[src/rtl/rejoin_pkg.sv]
package rejoin_pkg;

  // Gather register state: filling with beats, or holding a finished wide word.
  typedef enum logic {
    GATHER_FILL = 1'b0,
    GATHER_HELD = 1'b1
  } gather_st_e;

  // Index width for a count that runs 0..n-1, never less than one bit.
  function automatic int unsigned idx_width(input int unsigned n);
    return (n > 1) ? $clog2(n) : 1;
  endfunction

endpackage

[src/rtl/rejoin_fifo.sv]
module rejoin_fifo #(
  parameter int unsigned W     = 8,
  parameter int unsigned DEPTH = 4
) (
  input  logic         clk,
  input  logic         rst_n,
  input  logic         push,
  input  logic [W-1:0] wdata,
  input  logic         pop,
  output logic [W-1:0] rdata,
  output logic         full,
  output logic         empty
);
  import rejoin_pkg::*;

  localparam int unsigned PW = idx_width(DEPTH);
  localparam int unsigned CW = $clog2(DEPTH + 1);

  logic [W-1:0]  mem [DEPTH];
  logic [PW-1:0] wr_ptr, rd_ptr;
  logic [CW-1:0] fill;

  assign full  = (fill == CW'(DEPTH));
  assign empty = (fill == '0);
  assign rdata = mem[rd_ptr];

  function automatic logic [PW-1:0] bump(input logic [PW-1:0] p);
    return (p == PW'(DEPTH - 1)) ? '0 : p + 1'b1;
  endfunction

  always_ff @(posedge clk) begin
    if (push) mem[wr_ptr] <= wdata;
  end

  always_ff @(posedge clk) begin
    if (!rst_n) begin
      wr_ptr <= '0;
      rd_ptr <= '0;
      fill   <= '0;
    end else begin
      if (push) wr_ptr <= bump(wr_ptr);
      if (pop)  rd_ptr <= bump(rd_ptr);
      case ({push, pop})
        2'b10:   fill <= fill + 1'b1;
        2'b01:   fill <= fill - 1'b1;
        default: fill <= fill;
      endcase
    end
  end

  // the parent must never push into a full store
  a_r3_no_overflow: assert property (@(posedge clk) disable iff (!rst_n)
    full |-> !push);

  // a pair may only leave when a parked field exists
  a_r5_no_underflow: assert property (@(posedge clk) disable iff (!rst_n)
    pop |-> !empty);

  // occupancy never exceeds the depth
  a_r3_fill_bound: assert property (@(posedge clk) disable iff (!rst_n)
    fill <= CW'(DEPTH));

endmodule

[src/rtl/rejoin_gather.sv]
module rejoin_gather #(
  parameter int unsigned BW    = 8,
  parameter int unsigned BEATS = 2
) (
  input  logic                clk,
  input  logic                rst_n,
  input  logic                beat_valid,
  output logic                beat_ready,
  input  logic [BW-1:0]       beat_data,
  output logic                word_valid,
  input  logic                word_take,
  output logic [BW*BEATS-1:0] word_data
);
  import rejoin_pkg::*;

  localparam int unsigned IW = idx_width(BEATS);

  gather_st_e                st_q;
  logic [IW-1:0]             idx_q;
  logic [BEATS-1:0][BW-1:0]  beat_q;
  logic                      beat_fire;
  logic                      last_beat;

  // A held word blocks new beats unless it leaves in this same cycle.
  assign beat_ready = (st_q == GATHER_FILL) || word_take;
  assign beat_fire  = beat_valid && beat_ready;
  assign last_beat  = (idx_q == IW'(BEATS - 1));
  assign word_valid = (st_q == GATHER_HELD);
  assign word_data  = beat_q;

  always_ff @(posedge clk) begin
    if (beat_fire) beat_q[idx_q] <= beat_data;
  end

  always_ff @(posedge clk) begin
    if (!rst_n) begin
      st_q  <= GATHER_FILL;
      idx_q <= '0;
    end else begin
      if (word_take) st_q <= GATHER_FILL;
      if (beat_fire) begin
        if (last_beat) begin
          idx_q <= '0;
          st_q  <= GATHER_HELD;
        end else begin
          idx_q <= idx_q + 1'b1;
        end
      end
    end
  end

  // a held word that is not taken survives unchanged
  a_r7_held_stable: assert property (@(posedge clk) disable iff (!rst_n)
    word_valid && !word_take |=> word_valid && $stable(word_data));

  // the parent only takes a word that is complete
  a_r7_take_needs_word: assert property (@(posedge clk) disable iff (!rst_n)
    word_take |-> word_valid);

  // beat position never runs past the burst length
  a_r4_idx_range: assert property (@(posedge clk) disable iff (!rst_n)
    idx_q <= IW'(BEATS - 1));

endmodule

[src/rtl/rejoin_pipe.sv]
module rejoin_pipe #(
  parameter int unsigned KEEP_W = 8,
  parameter int unsigned ADDR_W = 8,
  parameter int unsigned BEAT_W = 8,
  parameter int unsigned BEATS  = 2,
  parameter int unsigned DEPTH  = 4
) (
  input  logic                             clk,
  input  logic                             rst_n,
  input  logic                             in_valid,
  output logic                             in_ready,
  input  logic [KEEP_W+ADDR_W-1:0]         in_data,
  output logic                             req_valid,
  input  logic                             req_ready,
  output logic [ADDR_W-1:0]                req_addr,
  input  logic                             rsp_valid,
  output logic                             rsp_ready,
  input  logic [BEAT_W-1:0]                rsp_data,
  output logic                             out_valid,
  input  logic                             out_ready,
  output logic [KEEP_W+BEAT_W*BEATS-1:0]   out_data
);

  localparam int unsigned IN_W   = KEEP_W + ADDR_W;
  localparam int unsigned WIDE_W = BEAT_W * BEATS;

  logic [KEEP_W-1:0] keep_field;
  logic [KEEP_W-1:0] fifo_head;
  logic              fifo_full, fifo_empty;
  logic              push, pop;
  logic              word_valid;
  logic [WIDE_W-1:0] word_data;

  assign keep_field = in_data[IN_W-1 -: KEEP_W];

  // Split: accept only when the side store has room and the request goes out now.
  assign in_ready  = req_ready && !fifo_full;
  assign req_valid = in_valid && !fifo_full;
  assign req_addr  = in_data[ADDR_W-1:0];
  assign push      = in_valid && in_ready;

  // Rejoin: pair the oldest parked field with the next finished wide word.
  assign out_valid = word_valid && !fifo_empty;
  assign out_data  = {fifo_head, word_data};
  assign pop       = out_valid && out_ready;

  rejoin_fifo #(
    .W     (KEEP_W),
    .DEPTH (DEPTH)
  ) u_park (
    .clk   (clk),
    .rst_n (rst_n),
    .push  (push),
    .wdata (keep_field),
    .pop   (pop),
    .rdata (fifo_head),
    .full  (fifo_full),
    .empty (fifo_empty)
  );

  rejoin_gather #(
    .BW    (BEAT_W),
    .BEATS (BEATS)
  ) u_gather (
    .clk        (clk),
    .rst_n      (rst_n),
    .beat_valid (rsp_valid),
    .beat_ready (rsp_ready),
    .beat_data  (rsp_data),
    .word_valid (word_valid),
    .word_take  (pop),
    .word_data  (word_data)
  );

  // an offered pair is held steady until the sink takes it
  a_r6_out_hold: assert property (@(posedge clk) disable iff (!rst_n)
    out_valid && !out_ready |=> out_valid && $stable(out_data));

  // every finished wide word has a parked field waiting for it
  a_r5_word_has_entry: assert property (@(posedge clk) disable iff (!rst_n)
    word_valid |-> !fifo_empty);

  // a request leaves only together with an accepted input
  a_r2_req_with_input: assert property (@(posedge clk) disable iff (!rst_n)
    req_valid && req_ready |-> in_valid && in_ready);

  // a finished word that is not taken blocks the response channel
  a_r7_rsp_blocked: assert property (@(posedge clk) disable iff (!rst_n)
    word_valid && !pop |-> !rsp_ready);

endmodule

[config.mk]
export PLATFORM = sky130hd
export DESIGN_NAME = rejoin_pipe
export DESIGN_NICKNAME = d
export VERILOG_FILES = /design/src/rtl/rejoin_pkg.sv /design/src/rtl/rejoin_fifo.sv /design/src/rtl/rejoin_gather.sv /design/src/rtl/rejoin_pipe.sv
export SDC_FILE = /design/constraint.sdc
export NUM_CORES = 1
export LEC_CHECK = 0
export BUFFER_PORTS_ARGS = -buffer_cell sky130_fd_sc_hd__buf_2
export CORE_MARGIN = 2
export CORE_UTILIZATION = 35
export CTS_CLUSTER_DIAMETER = 200
export DETAILED_ROUTE_END_ITERATION = 6
export PLACE_DENSITY = 0.67
export SLEW_MARGIN = 20
export SYNTH_ARGS = -nofsm -noshare
export SYNTH_HDL_FRONTEND = slang
export SYNTH_HIERARCHICAL = 1
export SYNTH_SLANG_ARGS = --single-unit
[constraint.sdc]
create_clock -name clk -period 2.4 [get_ports clk]
set_input_delay 0.48 -clock clk [delete_from_list [all_inputs] [get_ports clk]]
set_output_delay 0.48 -clock clk [all_outputs]
set_load 0.02 [all_outputs]
Word level (Yosys, flattened, before mapping)
Memory sizes are Yosys's and may differ from the RTL's. A register that Yosys moved wholly into a read port is not among the register bits. Cells that the tools add are included.

Memories: 1. Register bits: 25. Memory bits (writable): 32. Output and inout port bits: 36.

Memory list: u_park.mem (depth 4, bits a word 8, read ports 1, clocked after memory_dff 1, wr ports 1, line rejoin_fifo.sv:19) `logic [W-1:0] mem [DEPTH];`.

Add/subtract/negate cells: 5. Bitwise logic cells: 1. Reductions and logical operators: 12. Eq/ne operators: 5. Magnitude comparators: 2. Mux-type cells: 14.

Operators with widths (count): bitwise mux 16 bit (1); demux 8 bit (select 1 bit) (1); 2-to-1 mux 2 bit (4); 2-to-1 mux 8 bit (1); logical AND 1 bit (7); == test 2 bit (second input constant) (3); 2-to-1 mux 1 bit (6); one-hot mux 3 bit (2 select lines) (1); adder 2 x 1 -> 2 bit (second input constant) (2); adder 3 x 1 -> 3 bit (second input constant) (1); == test 3 bit (second input constant) (1); logical NOT 3 bit (1); subtractor 3 x 1 -> 3 bit (second input constant) (1); == test 2 x 1 -> 1 bit (second input constant) (1); logical NOT 1 bit (2); less-than comparator 1 x 2 -> 1 bit (second input constant) (1); nonzero test 2 bit (1); adder 1 bit (second input constant) (1); >= comparator 1 bit (second input constant) (1); logical OR 1 bit (1); NOT 1 bit (1).

Longest topological paths before layout
Word-level depth: 7. Gate-level depth with buffers: 10. Depth with buffers taken out: 10.

By module
Netlist, hierarchy kept.

Modules (own cells, without submodules): rejoin_fifo (cells an instance 89, area each 1621.6 µm², instances 1, sequential area each 1141.1 µm²); rejoin_gather (cells an instance 27, area each 583.1 µm², instances 1, sequential area each 520.5 µm²); rejoin_pipe (cells an instance 13, area each 96.3 µm², instances 1, sequential area each 0.0 µm²).

Worst setup path after synthesis
OpenSTA, ideal clock, no wires.

Kind: flip-flop to flip-flop. Start point: register u_park.fill[0]. End point: register u_park.fill[2]. Data required time: 2330 ps. Data arrival time: 2042 ps. Setup slack: 288 ps. Path buffers: 0. Stages on the path, launching flop included: 11. Period minus slack after synthesis: 2112 ps. Library setup time: 70 ps. Cell sequence: dfxtp_1 inv_1 and3_1 and3b_1 inv_1 ha_1 inv_1 fa_1 xor2_1 or3_1 a21boi_1.

Cells in the longest elaborated chain, start to end: 6. Elaborated cells on any way between the ends: 14. Those cells by class: add/sub: 2; eq/ne: 3; mux: 1; reduce/logical: 8.

Ends and longest elaborated chain: start: declaration (line rejoin_fifo.sv:21) `logic [CW-1:0] fill;`; start signal: assignment (line rejoin_fifo.sv:44) `2'b10: fill <= fill + 1'b1;`; start signal: assignment (line rejoin_fifo.sv:45) `2'b01: fill <= fill - 1'b1;`; start signal: assignment (line rejoin_fifo.sv:46) `default: fill <= fill;`; == test 3 bit (*) (line rejoin_fifo.sv:23) `assign full = (fill == CW'(DEPTH));`; net fifo_full (line rejoin_pipe.sv:29) `logic fifo_full, fifo_empty;`; logical NOT 1 bit (*) (line rejoin_pipe.sv:37) `assign in_ready = req_ready && !fifo_full;`; logical AND 1 bit (*) (line rejoin_pipe.sv:37); logical AND 1 bit (*) (line rejoin_pipe.sv:40) `assign push = in_valid && in_ready;`; net push (line rejoin_pipe.sv:30) `logic push, pop;`; == test 2 x 1 -> 1 bit / == test 2 bit (equally long branches) (line rejoin_fifo.sv:43) `case ({push, pop})`; one-hot mux 3 bit (2 select lines) / nonzero test 2 bit (equally long branches).

The timed path passes the listed nets; every way through them passes the cells marked *. A chain may end at the register's enable or synchronous reset.

Worst setup path in the final report
Start point: register u_park.fill[1]. End point: register u_park.fill[2].

Same word-level chain as after synthesis.

==> results.sh <==
export IMPL_initial_core_util_pct=36.2
export IMPL_finalCritPeriodShare_pct=93.6
export IMPL_peakVddDrop_mv=0.495
export IMPL_rrSetupSlack_ps=150
export IMPL_setup_viol=0
export IMPL_post_route_min_period_ps=2250
export IMPL_core_area_sq_um=6350
export IMPL_slew_headroom_pct=69.9
export IMPL_synth_top_area_share_pct=62.6
export IMPL_grtUsageTotal_pct=11.4
export IMPL_grt_pass1_vias=1244
export IMPL_dr_wl_met3_microns=266
export IMPL_die_h_microns=85.1
export IMPL_core_rowCount=29
export IMPL_synth_area_leader_cell="edfxtp_1"
export IMPL_met2_length_microns=1910
export IMPL_dp_hpwl_microns=2680
export IMPL_power_leakage_nw=1.03
export IMPL_end_kind="flop"
export IMPL_place_ws_ps=137
export IMPL_worstMarginPinSlew_ps=452
export IMPL_avgSynthCellArea_sq_um=17.8
export IMPL_drc=0
export IMPL_syn_num_nets=166
export IMPL_ios=66
export IMPL_clk_latency_ps=330
export IMPL_path_clk_slew_ps=70
export IMPL_critical_path_max_fanout=7
export IMPL_dp_cells=247
export IMPL_hold_class="input port to flop"
export IMPL_place_congestion=0.699
export IMPL_grt_pass1_wl_microns=6050
export IMPL_power_w=0.00216
export IMPL_stdcell_count=263
export IMPL_critPathLaunch="u_park/fill[1]"
export IMPL_drt_vias_per_instance=4.53
export IMPL_ys_ff_latch=59
export IMPL_cap_violations=0
export IMPL_holdCritStartpoint="rsp_data[6]"
export IMPL_placed_area_sq_um=2580
export IMPL_antenna_cells=0
export IMPL_final_area_sq_um=2780
export IMPL_wl_microns=3800
export IMPL_area_growth_syn_to_layout_pct=20.8
export IMPL_die_w_microns=85.1
export IMPL_dr_total_vias=1191
export IMPL_final_util_pct=43.8
export IMPL_routed_top_layer="met4"
export IMPL_drtIter0Drc=44
export IMPL_io_buffers=49
export IMPL_r2r_start="u_park/fill[1]"
export IMPL_syn_inst=129
export IMPL_ys_seq_area_share_pct=72.2
export IMPL_cts_tree="done"
export IMPL_power_density_nw_per_um2=778
export IMPL_grt_ovfl_total=0
export IMPL_hold_viol=0
export IMPL_cts_sinks=59
export IMPL_clock_root_buffer="clkbuf_8"
export IMPL_fp_dieArea_sq_um=7240
export IMPL_syn_area_sq_um=2300
export IMPL_setup_ws_ps=153
export IMPL_crit_required_ps=2660
export IMPL_timing_final_max_slew_violations=0
export IMPL_crit_type="flop to flop"
export IMPL_holdBufCountCts=0
export IMPL_yosysWarnings=6
export IMPL_drive_gt1_share_pct=42.5
export IMPL_cts_buffers=9
export IMPL_status="finished clean"
export IMPL_cp_start_kind="flop"
export IMPL_skew_ps=7.70
export IMPL_grt_max_degree=12
export IMPL_arrival_ps=2500
export IMPL_m1WireLength_microns=1540
export IMPL_clk_path_buf_depth=2
export IMPL_timing_fmax_mhz=445
export IMPL_fill_cells=540
export IMPL_synth_area_leaders="edfxtp_1 (63%), dfxtp_1 (9.6%), mux4_2 (7.8%)"
export IMPL_firstDrtPassIters=4
export IMPL_ant_nets=0
export IMPL_antenna_found_initial=0
export IMPL_synth_cell_types=29
export IMPL_finalNetCount=218
export IMPL_wl_per_cell_microns=14.4
export IMPL_cts_max_level=3
[worst max-delay path, stage by stage, from the launching register on]
cell	delay [ps]
dfxtp_1	320
inv_1	100
and3_4	190
and3b_2	250
inv_1	80
ha_1	180
inv_1	60
fa_1	380
xor2_1	180
or3_1	310
a21boi_1	140
[cell usage after synthesis (all sizes together)]
cell type and number:
buf 9, o21ai 2, clkbuf 1, inv 6, nor3b 2, or3 1, xnor2 1, nor2b 7
and2 6, xor2 1, ha 6, and3b 2, fa 1, mux4 8, a21oi 1, and3 2
a21boi 2, nor2 1, nor3 1, nand2 4, nand2b 1, or2b 1, dfxtp 11, mux2i 3
o21a 1, edfxtp 48
[per-layer routing]
metal  global-route usage, %  vias to the layer above
met1                    13.0                      563
met4                    5.63                        0
met3                    5.93                        8
met5                       0                        -
met2                    17.5                       43
li1                        -                      577
[metrics by stage]
step | hold WS (ps) | TNS [ps]
final | 341 | 0
after global routing | 317 | -5.39
after CTS | 324 | 0
after detailed placement | 496 | 0
after global placement | 489 | 0
after floorplan | 466 | 0
[placed cells by master, fill, tap and decap left out, types with 2 or more instances in the layout]
cell	synthesis	routed
nor2b_1	7	7
inv_1	6	5
mux2i_1	3	3
nor3b_1	2	2
mux4_2	8	8
clkbuf_8	0	9
nand2_1	3	3
dfxtp_1	11	11
clkinv_4	0	2
ha_1	6	6
clkinv_2	0	2
buf_2	0	49
o21ai_0	2	2
buf_4	8	2
and2_1	6	6
edfxtp_1	48	48
[layout make-up]
cell class | count | area, sq um | share of cell area, %
flip-flops and latches | 59 | 1660 | 59.8
multi-input cells | 54 | 547 | 19.7
repair buffers | 51 | 260 | 9.36
clock buffers | 9 | 124 | 4.46
well taps | 77 | 96.3 | 3.47
clock inverters | 7 | 68.8 | 2.48
inverters | 6 | 22.5 | 0.810
[timing repair]
| action | CTS | global route |
|---|---|---|
| setup buffers | 0 | 0 |
| hold endpoints to repair | 0 | 0 |
| endpoints found under the setup margin | 0 | 1 |
| gates resized for setup | 0 | 3 |
[sequential cells by signal (all words and copies together), names as in the netlist, named ones only]
| register | count |
|---|---|
| u_gather/word_valid | 1 |
| u_park/mem | 32 |
| u_park/wr_ptr | 2 |
| u_gather/word_data | 16 |
| u_park/fill | 3 |
| u_gather/idx_q | 1 |
| u_park/rd_ptr | 2 |
[worst paths after layout]
check | end | depth (start not counted)
min | u_gather/word_data[14] | 1
min reg2reg | u_gather/idx_q | 2
max reg2reg | u_park/fill[2] | 10
max | u_park/fill[2] | 10
[cell families after synthesis]
kind of cell    count (synthesis)  share of synthesized area, %
fa+ha+maj                       7                          4.13
flops                          59                          72.2
xor+xnor                        2                         0.761
buf+inv                        16                          4.30
mux                            11                          9.14
compound gates                  6                          1.63
simple gates                   28                          7.83
[power breakdown]
| group | internal (W) | total, W | switching [W] |
|---|---|---|---|
| registers | 0.00115 | 0.00116 | 0.0000141 |
| logic | 0.0000623 | 0.000157 | 0.0000944 |
| clock network | 0.000474 | 0.000843 | 0.000369 |
| total | 0.00168 | 0.00216 | 0.000478 |
No activity file was read; power rests on OpenSTA's default activity.
